===== config.mk =====
export PLATFORM = sky130hd
export DESIGN_NAME = uart_irq_status
export DESIGN_NICKNAME = d
export VERILOG_FILES = /design/src/rtl/uart_irq_pkg.sv /design/src/rtl/uart_irq_cause_bank.sv /design/src/rtl/uart_irq_modem_track.sv /design/src/rtl/uart_irq_cfg_reg.sv /design/src/rtl/uart_irq_status.sv
export SDC_FILE = /design/constraint.sdc
export NUM_CORES = 1
export LEC_CHECK = 0
export ABC_CLOCK_PERIOD_IN_PS = 1800
export BUFFER_PORTS_ARGS = -buffer_cell sky130_fd_sc_hd__clkbuf_2
export CELL_PAD_IN_SITES_DETAIL_PLACEMENT = 0
export CELL_PAD_IN_SITES_GLOBAL_PLACEMENT = 1
export CORE_MARGIN = 2
export CORE_UTILIZATION = 26
export DETAILED_ROUTE_END_ITERATION = 16
export GPL_ROUTABILITY_DRIVEN = 0
export PLACE_DENSITY_LB_ADDON = 0.1
export SYNTH_ARGS = -nofsm -noshare
export SYNTH_HDL_FRONTEND = slang
export SYNTH_SLANG_ARGS = --single-unit

===== constraint.sdc =====
create_clock -name clk -period 1.8 [get_ports clk]
set_input_delay 0.09 -clock clk [delete_from_list [all_inputs] [get_ports clk]]
set_output_delay 0.09 -clock clk [all_outputs]
set_load 0.005 [all_outputs]

===== src/rtl/uart_irq_pkg.sv =====
package uart_irq_pkg;

    localparam int unsigned CAUSE_W   = 5;
    localparam int unsigned C_LINE    = 0;
    localparam int unsigned C_RXDATA  = 1;
    localparam int unsigned C_TIMEOUT = 2;
    localparam int unsigned C_TXSPACE = 3;
    localparam int unsigned C_MODEM   = 4;

    localparam int unsigned CFG_W        = 5;
    localparam int unsigned CFG_RX_EN    = 0;
    localparam int unsigned CFG_TX_EN    = 1;
    localparam int unsigned CFG_LINE_EN  = 2;
    localparam int unsigned CFG_MODEM_EN = 3;
    localparam int unsigned CFG_AUTOFLOW = 4;

    localparam int unsigned MODEM_W = 4;

    typedef struct packed {
        logic ddcd;
        logic dcts;
        logic dcd;
        logic cts;
    } modem_state_t;

endpackage


===== src/rtl/uart_irq_cause_bank.sv =====
module uart_irq_cause_bank #(
    parameter int unsigned CAUSE_W = 5
) (
    input  logic               clk,
    input  logic               rst_n,
    input  logic [CAUSE_W-1:0] ev_i,
    input  logic               clr_all_i,
    input  logic [CAUSE_W-1:0] clr_mask_i,
    output logic [CAUSE_W-1:0] pend_o
);

    for (genvar i = 0; i < CAUSE_W; i++) begin : g_cell
        typedef struct packed {
            logic pend;
        } cell_t;

        cell_t cell_d, cell_q;

        always_comb begin
            cell_d = cell_q;
            if (clr_all_i || clr_mask_i[i]) begin
                cell_d.pend = 1'b0;
            end
            if (ev_i[i]) begin
                cell_d.pend = 1'b1;
            end
        end

        always_ff @(posedge clk or negedge rst_n) begin
            if (!rst_n) begin
                cell_q <= '0;
            end else begin
                cell_q <= cell_d;
            end
        end

        assign pend_o[i] = cell_q.pend;
    end

endmodule


===== src/rtl/uart_irq_modem_track.sv =====
module uart_irq_modem_track
    import uart_irq_pkg::*;
(
    input  logic         clk,
    input  logic         rst_n,
    input  logic         cts_i,
    input  logic         dcd_i,
    input  logic         clr_delta_i,
    output modem_state_t state_o,
    output logic         change_o
);

    modem_state_t st_d, st_q;
    logic         cts_chg, dcd_chg;

    always_comb begin
        cts_chg   = cts_i ^ st_q.cts;
        dcd_chg   = dcd_i ^ st_q.dcd;
        st_d      = st_q;
        st_d.cts  = cts_i;
        st_d.dcd  = dcd_i;
        st_d.dcts = (st_q.dcts & ~clr_delta_i) | cts_chg;
        st_d.ddcd = (st_q.ddcd & ~clr_delta_i) | dcd_chg;
    end

    always_ff @(posedge clk or negedge rst_n) begin
        if (!rst_n) begin
            st_q <= '0;
        end else begin
            st_q <= st_d;
        end
    end

    assign state_o  = st_q;
    assign change_o = cts_chg | dcd_chg;

endmodule


===== src/rtl/uart_irq_cfg_reg.sv =====
module uart_irq_cfg_reg #(
    parameter int unsigned CFG_W = 5
) (
    input  logic             clk,
    input  logic             rst_n,
    input  logic             wr_i,
    input  logic [CFG_W-1:0] wdata_i,
    output logic [CFG_W-1:0] cfg_o
);

    typedef struct packed {
        logic [CFG_W-1:0] bits;
    } cfg_t;

    cfg_t cfg_d, cfg_q;

    always_comb begin
        cfg_d = cfg_q;
        if (wr_i) begin
            cfg_d.bits = wdata_i;
        end
    end

    always_ff @(posedge clk or negedge rst_n) begin
        if (!rst_n) begin
            cfg_q <= '0;
        end else begin
            cfg_q <= cfg_d;
        end
    end

    assign cfg_o = cfg_q.bits;

endmodule


===== src/rtl/uart_irq_status.sv =====
module uart_irq_status
    import uart_irq_pkg::*;
#(
    parameter int unsigned DATA_W      = 32,
    parameter int unsigned ADDR_W      = 2,
    parameter int unsigned STATUS_ADDR = 0,
    parameter int unsigned CONFIG_ADDR = 1
) (
    input  logic              clk,
    input  logic              rst_n,
    input  logic              ev_line,
    input  logic              ev_rxdata,
    input  logic              ev_timeout,
    input  logic              ev_txspace,
    input  logic              cts_i,
    input  logic              dcd_i,
    input  logic [ADDR_W-1:0] bus_addr,
    input  logic              bus_rd,
    input  logic              bus_wr,
    input  logic [DATA_W-1:0] bus_wdata,
    input  logic [DATA_W/8-1:0] bus_be,
    output logic [DATA_W-1:0] bus_rdata,
    output logic              irq
);

    localparam int unsigned BE_W    = DATA_W / 8;
    localparam int unsigned MSR_LSB = 8;

    logic               sel_status, sel_config;
    logic               clr_all;
    logic [CAUSE_W-1:0] clr_mask;
    logic               wr_cfg;
    logic [CAUSE_W-1:0] ev_vec;
    logic [CAUSE_W-1:0] pend_q;
    logic [CAUSE_W-1:0] enable;
    logic [CFG_W-1:0]   cfg_q;
    modem_state_t       modem;
    logic               modem_chg;
    logic               unused_bus_bits;

    assign sel_status = (bus_addr == ADDR_W'(STATUS_ADDR));
    assign sel_config = (bus_addr == ADDR_W'(CONFIG_ADDR));
    assign clr_all    = bus_rd & sel_status;
    assign clr_mask   = (bus_wr && sel_status && bus_be[0]) ? bus_wdata[CAUSE_W-1:0] : '0;
    assign wr_cfg     = bus_wr & sel_config;

    assign unused_bus_bits = ^{bus_wdata[DATA_W-1:CFG_W], bus_be[BE_W-1:1]};

    always_comb begin
        ev_vec            = '0;
        ev_vec[C_LINE]    = ev_line;
        ev_vec[C_RXDATA]  = ev_rxdata;
        ev_vec[C_TIMEOUT] = ev_timeout;
        ev_vec[C_TXSPACE] = ev_txspace;
        ev_vec[C_MODEM]   = modem_chg & ~cfg_q[CFG_AUTOFLOW];
    end

    always_comb begin
        enable            = '0;
        enable[C_LINE]    = cfg_q[CFG_LINE_EN];
        enable[C_RXDATA]  = cfg_q[CFG_RX_EN];
        enable[C_TIMEOUT] = cfg_q[CFG_RX_EN];
        enable[C_TXSPACE] = cfg_q[CFG_TX_EN];
        enable[C_MODEM]   = cfg_q[CFG_MODEM_EN];
    end

    uart_irq_cause_bank #(
        .CAUSE_W (CAUSE_W)
    ) u_causes (
        .clk        (clk),
        .rst_n      (rst_n),
        .ev_i       (ev_vec),
        .clr_all_i  (clr_all),
        .clr_mask_i (clr_mask),
        .pend_o     (pend_q)
    );

    uart_irq_modem_track u_modem (
        .clk         (clk),
        .rst_n       (rst_n),
        .cts_i       (cts_i),
        .dcd_i       (dcd_i),
        .clr_delta_i (clr_all),
        .state_o     (modem),
        .change_o    (modem_chg)
    );

    uart_irq_cfg_reg #(
        .CFG_W (CFG_W)
    ) u_cfg (
        .clk     (clk),
        .rst_n   (rst_n),
        .wr_i    (wr_cfg),
        .wdata_i (bus_wdata[CFG_W-1:0]),
        .cfg_o   (cfg_q)
    );

    always_comb begin
        bus_rdata = '0;
        if (sel_status) begin
            bus_rdata[CAUSE_W-1:0]         = pend_q;
            bus_rdata[MSR_LSB +: MODEM_W]  = modem;
        end else if (sel_config) begin
            bus_rdata[CFG_W-1:0] = cfg_q;
        end
    end

    assign irq = |(pend_q & enable);

endmodule


==> results.toml <==
[status]
status = "complete, no violations"

[sta]
worst_slack_ps = 480
period_share = 0.734
whs_ps = 59.2
period_minus_slack_ps = 1320
grt_setup_unrepaired = "false"
max_freq_ghz = 0.757
hold_viol_final = 0
setup_viol = 0
slew_viol_final = 0
skew_ps = 0.484
fin_setup_tns_ps = 0

[place]
numPortBuffers = 27
detailed_place_hpwl_mm = 1.40
dpl-instance-area_sq_um = 931
dp.cells = 151
dp_slack_ps = 659

[layout]
fillers = 331
final_util = 0.330
fin_cells = 161
syn2layout_area_growth_pct = 18.4
nNetsFinal = 167
finalInstanceArea_sq_um = 1020
drive_gt1_frac = 0.316
antennaDiodeCount = 0

[power_and_ir_drop]
leakage_nw = 0.501
max-vdd-ir-drop_uv = 284
power_density_nw_per_um2 = 697
switching_power_uw = 199
p_int_uw = 514
combinationalPowerShare = 0.225
p_total_uw = 714
seqPwrFrac = 0.529
clkPwrFrac = 0.245
p_sw_frac = 0.279

[grt]
grt_max_degree = 15
antenna_found_initial = 0
grt_overflow = 0
grt_pass1_vias = 600
use_met1 = 0.145
gr-usage-met3 = 0.0231
busiest_layer = "met2"
grt_pass1_wl_mm = 2.90
use_met2 = 0.168
track_usage = 0.110

[worst_setup_path]
cp-startpoint = "u_causes.g_cell[3].cell_q"
endpoint_kind = "output pin"
setup.worst_path.start_class = "register"
path_cells = "a222oi_1 -> nand2_1 -> clkbuf_2"
crit_end = "irq"
r2r_start = "u_modem.state_o[1]"
crit_slowest_cell = "dfrtp_1"
slowest_delay_ps = 400
ff2ff_setup_slack_ps = 760
critPathKind = "register to output pin"
r2r_end = "u_causes.g_cell[4].cell_q"
critical_path.max_fanout = 3
critPathRequiredTime_ps = 1710
cp.arrival_ps = 1230
worstRegToRegCells = 3

[cts]
path_clk_slew_ps = 80
ctsResizeCount = 0
cts_tree = "built"
root_buffer = "clkbuf_4"
clock_path_buffers = 2
hold_buffers = 7
postCtsSetupBuffers = 0
cts_buffers = 3
cts.sinks = 14
clock_latency_ps = 270
htree_levels = 1

[yosys]
yosysTopAreaCell = "dfrtp_1"
synth.top_cells.by_count = "buf_4, dfrtp_1, nand2_1"
syn_area_per_cell_sq_um = 10.3
ys_async_sr_fraction = 1.00
yosysUniqueCellTypes = 17
synth_top_area_frac = 0.405
ys_warn_count = 0
synthFlopType = "dfrtp_1"
seq_area_frac_synth = 0.405
synth.most_common_cell = "buf_4"
ys_ff_latch = 14
synthCells = 84
syn_area_sq_um = 865
synthTopCellsByArea = "dfrtp_1, buf_4, mux2_2"
synth-edff-count = 0

[die]
pin_count = 81
initial_core_util = 0.279
row_count = 20
die-height_microns = 61.7
core_sq_um = 3100
die_w_microns = 61.7
dieArea_sq_um = 3800

[drt]
ant_nets = 0
wl_mm = 1.81
first_pass_iters = 5
drc = 0
wire_per_inst_microns = 11.2
vias = 639
via_per_inst = 3.97
drt_iter0_markers = 19

[job]
cap_violations = 0

[hold_path]
hold_class = "primary input to register"
[metal layers]
| metal | part of all wire | vias up |
|---|---|---|
| li1 | - | 304 |
| met1 | 0.41 | 301 |
| met2 | 0.51 | 32 |
| met3 | 0.079 | 2 |
| met4 | 0.0078 | 0 |
| met5 | 0 | - |
[cell families after synthesis]
family,after synthesis,share of synthesized area
flops,14,0.405
other cells,1,0.00434
simple gates,23,0.135
xor+xnor,2,0.0203
compound gates,8,0.0738
buf+inv,26,0.239
mux,10,0.123
[cell type report]
cell class                      instances  area (sq um)  area share
Multi-Input combinational cell         66           390       0.381
Sequential cell                        14           350       0.342
Tap cell                               44          55.1      0.0538
Clock buffer                            3          22.5      0.0220
Timing Repair Buffer                   34           205       0.200
[how the worst min path moves through the flow]
| stage | slack (ps) | startpoint | endpoint | depth (start not counted) |
|---|---|---|---|---|
| after floorplan | -210 | rst_n | u_causes.g_cell[0].cell_q | 0 |
| after global placement | 20 | rst_n | u_modem.state_o[2] | 1 |
| after detailed placement | 30 | rst_n | u_modem.state_o[1] | 1 |
| after CTS | 50 | bus_wdata[1] | u_cfg.cfg_o[1] | 2 |
| after global routing | 40 | bus_wdata[0] | u_cfg.cfg_o[0] | 2 |
| final | 60 | bus_wdata[1] | u_cfg.cfg_o[1] | 2 |
[layout by cell type, fill, tap and decap left out, types with 2 or more instances in the layout]
cell,synthesis,layout
clkbuf_4,0,3
a31o_1,5,5
dfrtp_1,14,14
xnor2_1,2,2
conb_1,1,23
mux2_2,5,5
mux2i_1,5,5
nand2_1,10,10
dlygate4sd3_1,0,7
clkbuf_2,0,27
nor2_1,6,6
and2_1,4,4
[worst max-delay path, delay by kind of cell (launching register included)]
family / cells / cell delay (ps)
AOI/OAI and AO/OA: 1 / 330
buffers and inverters: 1 / 130
DFF: 1 / 400
and+or+nand+nor: 1 / 100
[power groups by stage]
stage	sequential, mW	clock (mW)	combinational (mW)
after floorplan	0.375	0	0.134
after global routing	0.384	0.211	0.185
final	0.378	0.175	0.161
after CTS	0.379	0.185	0.164
after detailed placement	0.385	0	0.152
after global placement	0.385	0	0.151
[registers in the layout, summed over array words and instances, names as in the netlist]
signal and count:
u_modem.state_o 4, u_cfg.cfg_o 5, u_causes.g_cell.cell_q 5
(Power assumes the default switching activity.)
